**src/rtl/lcd_irq_pkg.sv**
```systemverilog
package lcd_irq_pkg;
  localparam int NSRC     = 4;
  localparam int FIELD_LO = 1;
  localparam int SRC_UNDERFLOW = 0;
  localparam int SRC_BASEUPD   = 1;
  localparam int SRC_VMATCH    = 2;
  localparam int SRC_BUSERR    = 3;
  typedef enum logic [1:0] {
    PH_SYNC   = 2'd0,
    PH_BACK   = 2'd1,
    PH_ACTIVE = 2'd2,
    PH_FRONT  = 2'd3
  } vphase_e;
endpackage

```
**src/rtl/lcd_irq_edge.sv**
```systemverilog
module lcd_irq_edge #(
  parameter int WIDTH = 4
) (
  input  logic             clk,
  input  logic             rst,
  input  logic [WIDTH-1:0] level,
  output logic [WIDTH-1:0] rise
);
  logic [WIDTH-1:0] prev_q;

  for (genvar i = 0; i < WIDTH; i++) begin : g_bit
    always_ff @(posedge clk) begin
      if (rst) prev_q[i] <= 1'b0;
      else     prev_q[i] <= level[i];
    end
    assign rise[i] = level[i] & ~prev_q[i];
  end
endmodule

```
**src/rtl/lcd_irq_flags.sv**
```systemverilog
module lcd_irq_flags #(
  parameter int NSRC = 4
) (
  input  logic            clk,
  input  logic            rst,
  input  logic [NSRC-1:0] set_vec,
  input  logic [NSRC-1:0] clr_vec,
  output logic [NSRC-1:0] stat_q
);
  for (genvar i = 0; i < NSRC; i++) begin : g_flag
    always_ff @(posedge clk) begin
      if (rst)             stat_q[i] <= 1'b0;
      else if (set_vec[i]) stat_q[i] <= 1'b1;
      else if (clr_vec[i]) stat_q[i] <= 1'b0;
    end
  end
endmodule

```
**src/rtl/lcd_irq_regif.sv**
```systemverilog
module lcd_irq_regif #(
  parameter int          ADDR_W   = 8,
  parameter int          DATA_W   = 32,
  parameter int          NSRC     = 4,
  parameter int          FIELD_LO = 1,
  parameter int unsigned OFFSET   = 32'h20
) (
  input  logic              clk,
  input  logic              rst,
  input  logic [ADDR_W-1:0] bus_addr,
  input  logic              bus_wr,
  input  logic              bus_rd,
  input  logic [DATA_W-1:0] bus_wdata,
  input  logic [NSRC-1:0]   stat,
  output logic [NSRC-1:0]   clr_vec,
  output logic [DATA_W-1:0] bus_rdata
);
  localparam logic [ADDR_W-1:0] HIT_ADDR = ADDR_W'(OFFSET);

  logic              hit;
  logic [DATA_W-1:0] word;
  logic              unused_wdata;

  assign hit          = (bus_addr == HIT_ADDR);
  assign clr_vec      = (bus_wr && hit) ? bus_wdata[FIELD_LO +: NSRC] : '0;
  assign unused_wdata = ^{bus_wdata[DATA_W-1:FIELD_LO+NSRC], bus_wdata[FIELD_LO-1:0]};

  always_comb begin
    word = '0;
    word[FIELD_LO +: NSRC] = stat;
  end

  always_ff @(posedge clk) begin
    if (rst)         bus_rdata <= '0;
    else if (bus_rd) bus_rdata <= hit ? word : '0;
  end
endmodule

```
**src/rtl/lcd_irq_status.sv**
```systemverilog
module lcd_irq_status
  import lcd_irq_pkg::*;
#(
  parameter int          ADDR_W     = 8,
  parameter int          DATA_W     = 32,
  parameter int unsigned REG_OFFSET = 32'h20
) (
  input  logic              clk,
  input  logic              rst,
  input  logic [ADDR_W-1:0] bus_addr,
  input  logic              bus_wr,
  input  logic              bus_rd,
  input  logic [DATA_W-1:0] bus_wdata,
  output logic [DATA_W-1:0] bus_rdata,
  input  logic              ev_bus_err,
  input  logic              ev_base_upper,
  input  logic              ev_base_lower,
  input  logic              ev_fifo_upper,
  input  logic              ev_fifo_lower,
  input  logic [1:0]        vphase,
  input  logic [1:0]        vregion_sel,
  input  logic [NSRC-1:0]   irq_enable,
  output logic              master_hold,
  output logic              irq_raw
);
  logic [NSRC-1:0] cond_vec;
  logic [NSRC-1:0] set_vec;
  logic [NSRC-1:0] clr_vec;
  logic [NSRC-1:0] stat_q;
  logic            irq_q;

  always_comb begin
    cond_vec                = '0;
    cond_vec[SRC_UNDERFLOW] = ev_fifo_upper | ev_fifo_lower;
    cond_vec[SRC_BASEUPD]   = ev_base_upper | ev_base_lower;
    cond_vec[SRC_VMATCH]    = (vphase_e'(vphase) == vphase_e'(vregion_sel));
    cond_vec[SRC_BUSERR]    = ev_bus_err;
  end

  lcd_irq_edge #(.WIDTH(NSRC)) u_edge (
    .clk   (clk),
    .rst   (rst),
    .level (cond_vec),
    .rise  (set_vec)
  );

  lcd_irq_flags #(.NSRC(NSRC)) u_flags (
    .clk     (clk),
    .rst     (rst),
    .set_vec (set_vec),
    .clr_vec (clr_vec),
    .stat_q  (stat_q)
  );

  lcd_irq_regif #(
    .ADDR_W   (ADDR_W),
    .DATA_W   (DATA_W),
    .NSRC     (NSRC),
    .FIELD_LO (FIELD_LO),
    .OFFSET   (REG_OFFSET)
  ) u_regif (
    .clk       (clk),
    .rst       (rst),
    .bus_addr  (bus_addr),
    .bus_wr    (bus_wr),
    .bus_rd    (bus_rd),
    .bus_wdata (bus_wdata),
    .stat      (stat_q),
    .clr_vec   (clr_vec),
    .bus_rdata (bus_rdata)
  );

  always_ff @(posedge clk) begin
    if (rst) irq_q <= 1'b0;
    else     irq_q <= |(stat_q & irq_enable);
  end

  assign irq_raw     = irq_q;
  assign master_hold = stat_q[SRC_BUSERR];
endmodule

```
**config.mk**
```make
export PLATFORM = sky130hd
export DESIGN_NAME = lcd_irq_status
export DESIGN_NICKNAME = d
export VERILOG_FILES = /design/src/rtl/lcd_irq_pkg.sv /design/src/rtl/lcd_irq_edge.sv /design/src/rtl/lcd_irq_flags.sv /design/src/rtl/lcd_irq_regif.sv /design/src/rtl/lcd_irq_status.sv
export SDC_FILE = /design/constraint.sdc
export NUM_CORES = 1
export LEC_CHECK = 0
export BUFFER_PORTS_ARGS = -buffer_cell sky130_fd_sc_hd__clkbuf_2
export CORE_ASPECT_RATIO = 0.6
export CORE_MARGIN = 1
export CORE_UTILIZATION = 34
export CTS_CLUSTER_DIAMETER = 80
export CTS_CLUSTER_SIZE = 24
export DETAILED_ROUTE_END_ITERATION = 8
export PLACE_DENSITY = 0.85
export SETUP_SLACK_MARGIN = 0.15
export SLEW_MARGIN = 20
export SYNTH_ARGS = -nofsm -noshare
export SYNTH_HDL_FRONTEND = slang
export SYNTH_SLANG_ARGS = --single-unit
```
**constraint.sdc**
```tcl
create_clock -name clk -period 1.5 [get_ports clk]
set_input_delay 0.075 -clock clk [delete_from_list [all_inputs] [get_ports clk]]
set_output_delay 0.075 -clock clk [all_outputs]
set_load 0.05 [all_outputs]
```
==> impl_metrics.yaml, run 1 <==
worst_setup_path:
  start_kind: "flop"
  reg2reg_depth: 2
  crit_type: "reg -> out"
  cp_slowest_stage_delay_ns: 0.38
  regToRegSetupSlack_ns: 0.78
  worst_setup_path_end_kind: "primary output"
  rr_startpoint: "u_flags.stat_q[0]$_SDFFE_PP0P_"
  path_max_fanout: 4
  worstPathRequired_ns: 1.42
  critPathArrivalTime_ns: 0.96
  reg2reg_to: "irq_raw$_SDFF_PP0_"
  cp_cell_sequence: "clkbuf_2"
  critPathBufInv: 1
  crit_family: "flip-flops"
  cpMaxStageDelayCell: "dfxtp_1"
floorplan:
  die_y_um: 38.2
  core_um2: 1950
  fp-row-count: 12
  start_util_pct: 38.1
  io_pins: 91
  die-area_um2: 2390
  die-width_um: 62.4
drt:
  wl_per_cell_um: 9.92
  drtPass1Iterations: 4
  drt_iter0_drc: 27
  route.detailed.drc: 0
  vias: 592
  viasPerCell: 4.11
  final_antenna_net_count: 0
  drt-total-wl_mm: 1.43
min_path:
  holdPathEnd: "u_edge.prev_q[1]$_SDFF_PP0_"
  hp-class: "in -> reg"
  holdPathStages: 3
  min-delay-start: "ev_base_upper"
global_route:
  antenna_found_initial: 0
  grt_usage_pct: 12.4
  grt_pass1_vias: 500
  use_met3_pct: 4.17
  grt_max_degree: 16
  use_met2_pct: 21.5
  grt.met1_usage_pct: 13.9
  grt_busiest_layer: "met2"
  grt-ovfl-total: 0
  grt_pass1_wl_mm: 2.19
clock_network:
  post_cts_buffers: 0
  cts_tree: "yes"
  cts_resized: 0
  cts_sinks: 13
  cts-buffers-inserted: 3
  cts_root_buffer: "clkbuf_4"
  h-tree-depth: 1
  path_clk_slew_ns: 0.08
  clock_latency_ns: 0.28
  ctsHoldBuffers: 0
  clockBufferDepth: 2
timing:
  period_needed_ns: 1.03
  setup_violations: 0
  finClkSkew_ns: 0.00171
  slew_headroom_pct: 66.9
  slew_violations: 0
  finalSetupTns_ns: 0
  clock.fmax_ghz: 0.968
  period_share_pct: 68.9
  rsz0062_at_grt: "false"
  tightest_slew_ns: 0.495
  hold_ws_ns: 0.00892
  finalWorstSetupSlack_ns: 0.467
  finalHoldViolCount: 0
final_layout:
  syn_to_final_growth_pct: 16.0
  drive_above_1_share_pct: 33.6
  insertedDiodeCount: 0
  num-nets-final: 174
  num-fill-cells: 214
synthesis:
  ys_ff_latch: 13
  synth_top_area_share_pct: 35.0
  syn-mean-instance-area_um2: 9.31
  synth_cell_types: 20
  synthCells: 80
  synth_edf_count: 0
  synthTopCellsByArea: "dfxtp_1 35%, buf_4 28%, a41oi_1 4.7%"
  ys.warnings.count: 0
  synth_ff_type: "dfxtp_1"
  async_reset_ff_share_pct: 0
  synth.most_common_cell: "buf_4"
  synth_top_cell_by_area: "dfxtp_1"
  synth_common_cells: "28 x buf_4, 13 x dfxtp_1, 5 x a21oi_1"
  synth_area_um2: 744
  ys_seq_area_share_pct: 35.0
power_and_ir_drop:
  sequentialPowerShare_pct: 43.7
  combPwrFrac_pct: 31.2
  p_sw_uw: 345
  p_int_uw: 526
  cellPowerDensity_nw_per_um2: 1010
  ir_drop_v: 0.000291
  power_leakage_uw: 0.000438
  pwr-share-clk_pct: 25.1
  swShare_pct: 39.6
place:
  place_ws_ns: 0.323
  portBuffers: 34
  gp_congestion: 0.768
  hpwl_mm: 1.15
run_status:
  outcome: "finished, final reports clean"
run:
  max_cap_violations: 0
-- stage by stage --
| step | util (%) | cells | power (uW) | instance area (um2) |
|---|---|---|---|---|
| after floorplan | - | 107 | 655 | 846 |
| after global placement | 42.9 | 140 | 655 | 837 |
| after detailed placement | 42.9 | 140 | 659 | 837 |
| after CTS | 44.2 | 144 | 882 | 863 |
| after global routing | 44.2 | 144 | 917 | 863 |
| final | 44.2 | 144 | 871 | 863 |
-- kinds of logic after synthesis --
| logic type | after synthesis | synth area share, % |
|---|---|---|
| other cells | 1 | 0.504 |
| simple gates | 18 | 18.0 |
| xor+xnor | 2 | 2.35 |
| flops | 13 | 35.0 |
| compound gates | 15 | 14.5 |
| buf+inv | 31 | 29.7 |
-- how the worst max path moves through the flow --
| stage | depth (start not counted) | endpoint | slack, ns | startpoint |
|---|---|---|---|---|
| floorplan | 2 | u_regif.bus_rdata[4]$_SDFFE_PP0P_ | 0.50 | u_flags.stat_q[3]$_SDFFE_PP0P_ |
| global placement | 4 | u_flags.stat_q[1]$_SDFFE_PP0P_ | 0.36 | bus_addr[1] |
| detailed placement | 4 | u_flags.stat_q[1]$_SDFFE_PP0P_ | 0.32 | bus_addr[1] |
| CTS | 1 | master_hold | 0.45 | u_flags.stat_q[3]$_SDFFE_PP0P_ |
| global route | 1 | master_hold | 0.40 | u_flags.stat_q[3]$_SDFFE_PP0P_ |
| finish | 1 | master_hold | 0.47 | u_flags.stat_q[3]$_SDFFE_PP0P_ |
-- power by group through the flow --
stage / Sequential (uW) / Combinational [uW] / Clock, uW
final: 381 / 272 / 219
after global routing: 384 / 287 / 246
after CTS: 380 / 270 / 232
after detailed placement: 389 / 270 / 0
after global placement: 388 / 267 / 0
after floorplan: 405 / 251 / 0
-- state kept, by name, indices dropped and copies added (netlist names) --
| register | cells |
|---|---|
| u_edge.prev_q | 4 |
| u_regif.bus_rdata | 4 |
| u_flags.stat_q | 4 |
| irq_raw | 1 |
-- area by class of cell --
class                   count  area, um2  area share, %
clock buffers               4       26.3           3.04
inverters                   2       7.51          0.870
multi-input cells          63        364           42.2
flip-flops and latches     13        260           30.1
well taps                  28       35.0           4.06
repair buffers             34        170           19.7
-- routing by layer --
metal	vias to the layer above	share of wire [%]
met5	-	0
met4	0	0
met3	0	6.9
met2	30	48
met1	266	45
li1	296	-
-- cell usage in the layout, fill, tap and decap left out --
master,Yosys,routed
xnor2_1,2,2
nand3b_1,1,1
a22o_1,1,1
nor3_1,2,2
dfxtp_1,13,13
o2bb2ai_1,1,1
a21o_1,2,2
clkbuf_4,0,3
inv_1,2,2
clkbuf_2,0,34
a41oi_1,4,4
nand4_1,4,4
nor2_1,4,4
nor2b_1,1,1
a21oi_1,5,5
clkbuf_1,1,1
nor4b_4,1,1
nor4_4,1,1
nand2b_1,4,4
a22oi_1,2,2
conb_1,1,28
Note: power is estimated with default switching activity, not from simulation.
==> run 2: changes to the inputs <==
- ABC_AREA: default -> 1
- CORE_UTILIZATION: 34 -> 29
- PLACE_DENSITY: 0.85 -> 0.77
- clock period: 1.5 -> 0.9 ns (I/O delays scaled with it)
==> run 2 against run 1 <==
Compared with the run above:
- non-clock buffer count increased by 1
- critical path type unchanged
- largest cell class unchanged
- final area up 19%
- wire length down 6.6%
- synthesized cell count is 36% higher
==> impl_metrics.yaml, run 2 <==
run_status:
  outcome: "finished, final reports clean"
synthesis:
  async_reset_ff_share_pct: 0
  synth_area_um2: 767
  ys_seq_area_share_pct: 33.9
  synth_common_cells: "28 x buf_4, 21 x nand2_1, 15 x nor2_1, 13 x dfxtp_1, 11 x inv_1"
  ys_ff_latch: 13
  synth_top_area_share_pct: 33.9
  synthCells: 109
  synth_top_cell_by_area: "dfxtp_1"
  synth_ff_type: "dfxtp_1"
  synth.most_common_cell: "buf_4"
  ys.warnings.count: 0
  synth_cell_types: 16
  synthTopCellsByArea: "dfxtp_1 34%, buf_4 27%, nand2_1 10%"
  synth_edf_count: 0
  syn-mean-instance-area_um2: 7.04
worst_setup_path:
  path_max_fanout: 3
  cp_cell_sequence: "clkbuf_16"
  worst_setup_path_end_kind: "primary output"
  reg2reg_to: "u_flags.stat_q[3]$_SDFFE_PP0P_"
  start_kind: "flop"
  critPathBufInv: 1
  reg2reg_depth: 5
  crit_type: "reg -> out"
  cp_slowest_stage_delay_ns: 0.35
  worstPathRequired_ns: 0.85
  regToRegSetupSlack_ns: 0.16
  crit_family: "flip-flops"
  critPathArrivalTime_ns: 0.75
  cpMaxStageDelayCell: "dfxtp_4"
  rr_startpoint: "u_flags.stat_q[3]$_SDFFE_PP0P_"
global_route:
  grt_pass1_vias: 530
  grt-ovfl-total: 0
  grt_usage_pct: 10.0
  antenna_found_initial: 0
  grt_max_degree: 10
  grt_pass1_wl_mm: 2.04
place:
  place_ws_ns: 0.0528
  gp_congestion: 0.762
  hpwl_mm: 1.15
  portBuffers: 34
final_layout:
  multi_input_area_um2: 355
  num-fill-cells: 275
  largestRegisters: "u_edge.prev_q (4), u_flags.stat_q (4), u_regif.bus_rdata (4)"
  ff_latch_area_um2: 273
  syn_to_final_growth_pct: 33.8
  num-nets-final: 204
  post-route-util_pct: 41.0
  final_cell_mix: "28 x conb_1, 28 x clkbuf_2, 21 x nand2_1"
  insertedDiodeCount: 0
  drive_above_1_share_pct: 32.9
clock_network:
  h-tree-depth: 1
  cts_root_buffer: "clkbuf_8"
  cts-buffers-inserted: 3
  path_clk_slew_ns: 0.05
  ctsHoldBuffers: 0
  cts_sinks: 13
  cts_tree: "yes"
  clockBufferDepth: 2
  clock_latency_ns: 0.24
drt:
  vias: 630
  drt-total-wl_mm: 1.34
  drtPass1Iterations: 3
  wl_per_cell_um: 7.50
  viasPerCell: 3.54
  final_antenna_net_count: 0
  route.detailed.drc: 0
  drt_iter0_drc: 8
power_and_ir_drop:
  cellPowerDensity_nw_per_um2: 1670
  sequentialPowerShare_pct: 38.0
  pwr-share-clk_pct: 29.5
  combPwrFrac_pct: 32.5
  p_int_uw: 1090
  swShare_pct: 36.5
  power_leakage_uw: 0.000543
  ir_drop_v: 0.000546
  p_sw_uw: 626
timing:
  slew_violations: 0
  finalSetupTns_ns: 0
  clock.fmax_ghz: 1.25
  setup_violations: 0
  finalHoldViolCount: 0
  rsz0062_at_grt: "true"
  period_needed_ns: 0.800
  hold_ws_ns: 0.00574
  period_share_pct: 88.8
  finClkSkew_ns: 0.00216
  finalWorstSetupSlack_ns: 0.100
floorplan:
  io_pins: 91
  start_util_pct: 30.6
  fp-row-count: 14
  die_y_um: 41.8
  die-width_um: 68.4
  core_um2: 2500
  die-area_um2: 2860
min_path:
  holdPathStages: 3
  min-delay-start: "ev_bus_err"
  holdPathEnd: "u_edge.prev_q[3]$_SDFF_PP0_"
  hp-class: "in -> reg"
run:
  max_cap_violations: 0
-- run 2: cells by family after synthesis --
group / after synthesis / synth area share [%]
flops: 13 / 33.9
buf+inv: 41 / 33.9
simple gates: 43 / 23.5
other cells: 1 / 0.489
compound gates: 10 / 7.01
xor+xnor: 1 / 1.14
-- run 2: final cells by class --
type / instances / area share, %
clock buffer: 4 / 4.39
inverter: 12 / 4.39
sequential: 13 / 26.6
timing repair buffer: 35 / 26.1
multi-input combinational: 82 / 34.6
tap: 32 / 3.90
-- run 2: what timing repair did --
action | CTS | global route
gates cloned | 0 | 0
gates resized for setup | 17 | 4
endpoints found under the setup margin | 7 | 7
buffers inserted | 1 | 0
pin swaps | 1 | 1
-- run 2: power groups by stage --
| stage | Clock [uW] | Sequential (uW) | Combinational [uW] |
|---|---|---|---|
| after detailed placement | 0 | 657 | 492 |
| after global placement | 0 | 655 | 487 |
| after CTS | 520 | 651 | 554 |
| after floorplan | 0 | 716 | 428 |
| after global routing | 551 | 657 | 593 |
| final | 505 | 652 | 557 |
-- run 2: how the worst max path moves through the flow --
stage                                           start                           endpoint  slack [ns]  depth (start not counted)
global placement                          bus_addr[3]     u_flags.stat_q[1]$_SDFFE_PP0P_        0.08                          7
finish                 u_flags.stat_q[3]$_SDFFE_PP0P_                        master_hold        0.10                          1
floorplan           u_regif.bus_rdata[1]$_SDFFE_PP0P_  u_regif.bus_rdata[1]$_SDFFE_PP0P_        0.16                          2
global route           u_flags.stat_q[3]$_SDFFE_PP0P_                        master_hold        0.08                          1
detailed placement                        bus_addr[3]     u_flags.stat_q[0]$_SDFFE_PP0P_        0.05                          7
CTS                    u_flags.stat_q[3]$_SDFFE_PP0P_                        master_hold         0.1                          1
-- run 2: per-stage QoR --
| step | instances | cell area, um2 | power [uW] |
|---|---|---|---|
| final | 178 | 1030 | 1710 |
| after detailed placement | 173 | 875 | 1150 |
| after global routing | 178 | 1030 | 1800 |
| after global placement | 173 | 875 | 1140 |
| after CTS | 178 | 1020 | 1720 |
| after floorplan | 136 | 880 | 1140 |
-- run 2: routing by layer --
| layer | up-vias | routed length [um] | part of all wire, % | global-route usage (%) |
|---|---|---|---|---|
| li1 | 349 | - | - | - |
| met1 | 253 | 582 | 44 | 10.5 |
| met2 | 28 | 644 | 48 | 16.9 |
| met3 | 0 | 108 | 8.1 | 6.87 |
| met4 | 0 | 0 | 0 | 1.25 |
| met5 | - | 0 | 0 | 0 |
-- run 2: worst min-delay path, cell delays in order --
cell and delay [ns]:
clkbuf_2 0.08, inv_1 0.04, nor2_1 0.04
==> run 3: changes to the inputs <==
--- a/config.mk
+++ b/config.mk
@@ -6,5 +6,5 @@
 export NUM_CORES = 1
 export LEC_CHECK = 0
-export ABC_AREA = 1
+export ABC_AREA = 0
 export BUFFER_PORTS_ARGS = -buffer_cell sky130_fd_sc_hd__clkbuf_2
 export CORE_ASPECT_RATIO = 0.6
@@ -14,5 +14,6 @@
 export CTS_CLUSTER_SIZE = 24
 export DETAILED_ROUTE_END_ITERATION = 8
-export PLACE_DENSITY = 0.77
+export HOLD_SLACK_MARGIN = 0.1
+export PLACE_DENSITY = 0.78
 export SETUP_SLACK_MARGIN = 0.15
 export SLEW_MARGIN = 20
==> constraint.sdc (replaced) <==
create_clock -name clk -period 0.9 [get_ports clk]
set_input_delay 0.045 -clock clk [delete_from_list [all_inputs] [get_ports clk]]
set_output_delay 0.045 -clock clk [all_outputs]
set_load 0.005 [all_outputs]
==> run 3 against run 2 <==
Compared with the run above:
- wire length grew 24%
- fmax grew 2.4%
- register-to-register slack lost 0.02 ns
- sequential share of layout area grew 0.71 points
- cell count shrank 15%
- via count shrank 3.2%
- worst setup slack gained 0.019 ns
- critical path depth grew 3
- non-clock buffer count grew 5
- largest power group unchanged
==> impl_metrics.yaml, run 3 (same netlist as run 1, synthesis figures left out) <==
run_status:
  outcome: "finished, final reports clean"
drt:
  viasPerCell: 4.01
  final_antenna_net_count: 0
  route.detailed.drc: 0
  wl_per_cell_um: 10.9
  drtPass1Iterations: 2
  drt-total-wl_mm: 1.65
  drt_iter0_drc: 5
  vias: 610
min_path:
  min-delay-start: "ev_base_upper"
  holdPathEnd: "u_edge.prev_q[1]$_SDFF_PP0_"
  hp-class: "in -> reg"
  holdPathStages: 3
worst_setup_path:
  regToRegSetupSlack_ns: 0.14
  critPathBufInv: 1
  cpMaxStageDelayCell: "nor4b_4"
  reg2reg_depth: 2
  critPathArrivalTime_ns: 0.91
  path_max_fanout: 5
  rr_startpoint: "u_flags.stat_q[2]$_SDFFE_PP0P_"
  crit_type: "in -> reg"
  cp_cell_sequence: "buf_6, nor4b_4, a41oi_2, a22o_1"
  crit_family: "compound AO/OA/AOI/OAI gates"
  worst_setup_path_end_kind: "flop"
  start_kind: "primary input"
  worstPathRequired_ns: 1.03
  reg2reg_to: "irq_raw$_SDFF_PP0_"
  cp_slowest_stage_delay_ns: 0.38
global_route:
  grt_pass1_wl_mm: 2.48
  grt_usage_pct: 13.1
  antenna_found_initial: 0
  grt_pass1_vias: 593
  grt-ovfl-total: 0
  grt_max_degree: 16
power_and_ir_drop:
  p_sw_uw: 337
  sequentialPowerShare_pct: 46.4
  swShare_pct: 24.5
  p_int_uw: 1040
  cellPowerDensity_nw_per_um2: 1420
  finalPower_uw: 1380
  pwr-share-clk_pct: 37.4
  power_leakage_uw: 0.000484
  combPwrFrac_pct: 16.2
  ir_drop_v: 0.000974
final_layout:
  final_common_cell: "clkbuf_2"
  final_cell_mix: "32 x clkbuf_2, 28 x conb_1, 10 x dfxtp_1"
  num-nets-final: 180
  largestRegisters: "u_edge.prev_q (4), u_flags.stat_q (4), u_regif.bus_rdata (4)"
  drive_above_1_share_pct: 41.0
  syn_to_final_growth_pct: 29.9
  insertedDiodeCount: 0
  post-route-util_pct: 42.2
clock_network:
  h-tree-depth: 1
  clock_latency_ns: 0.24
  ctsHoldBuffers: 1
  cts_root_buffer: "clkbuf_8"
  clockBufferDepth: 2
  cts_sinks: 13
  cts_tree: "yes"
  cts-buffers-inserted: 3
  path_clk_slew_ns: 0.05
timing:
  setup_violations: 0
  slew_violations: 0
  clock.fmax_ghz: 1.28
  finalHoldViolCount: 0
  period_needed_ns: 0.781
  hold_ws_ns: 0.0345
  period_share_pct: 86.8
  rsz0062_at_grt: "true"
  finClkSkew_ns: 0.00383
place:
  gp_congestion: 0.785
  hpwl_mm: 1.28
  portBuffers: 34
floorplan:
  die-width_um: 67.4
  fp-row-count: 13
  start_util_pct: 32.5
  die_y_um: 41.2
  core_um2: 2290
  io_pins: 91
  die-area_um2: 2780
run:
  max_cap_violations: 0
run 3: cell type report:
class	instances	area, um2
multi-input cells	63	379
fillers	226	1330
well taps	30	37.5
clock buffers	4	45.0
flip-flops and latches	13	264
inverters	2	7.51
repair buffers	40	234
run 3: tightest hold or removal path, cell delays in order:
cell	delay, ns
clkbuf_2	0.08
nor2_1	0.04
nor2_1	0.08
run 3: per-stage QoR:
step / cells / setup slack (ns) / area (um2) / TNS [ns]
after global routing: 152 / 0.0742 / 967 / 0
after floorplan: 107 / 0.0101 / 846 / 0
after detailed placement: 144 / -0.171 / 855 / -0.949
final: 152 / 0.119 / 967 / 0
after global placement: 144 / -0.0916 / 855 / -0.624
after CTS: 150 / 0.117 / 926 / 0
run 3: how the worst max path moves through the flow:
stage                start                           endpoint  slack, ns  cells after the start
2_1_floorplan  bus_addr[1]     u_flags.stat_q[3]$_SDFFE_PP0P_       0.01                      3
3_3_place_gp   bus_addr[2]     u_flags.stat_q[1]$_SDFFE_PP0P_      -0.09                      4
3_5_place_dp   bus_addr[2]     u_flags.stat_q[3]$_SDFFE_PP0P_      -0.17                      4
4_1_cts        bus_addr[1]  u_regif.bus_rdata[3]$_SDFFE_PP0P_       0.12                      5
5_1_grt        bus_addr[4]  u_regif.bus_rdata[4]$_SDFFE_PP0P_       0.07                      5
6_report       bus_addr[4]     u_flags.stat_q[3]$_SDFFE_PP0P_       0.12                      4
run 3: layer usage:
| layer | GRT usage [%] | part of all wire, % | vias to the layer above |
|---|---|---|---|
| li1 | - | - | 307 |
| met1 | 12.0 | 39 | 277 |
| met2 | 26.3 | 52 | 26 |
| met3 | 6.67 | 8.7 | 0 |
| met4 | 4.26 | 0 | 0 |
| met5 | 0 | 0 | - |
run 3: what timing repair did:
item	4_1_cts	5_1_grt
pin swaps	4	9
hold endpoints to repair	3	2
resized for setup	2	9
endpoints found under the setup margin	7	15
setup buffers	1	2
cloned	0	0
run 3: power by group through the flow:
stage               clock network [uW]  registers (uW)  logic (uW)
floorplan                            0             642         183
global route                       570             642         253
finish                             515             639         224
CTS                                539             639         204
global placement                     0             647         190
detailed placement                   0             649         195
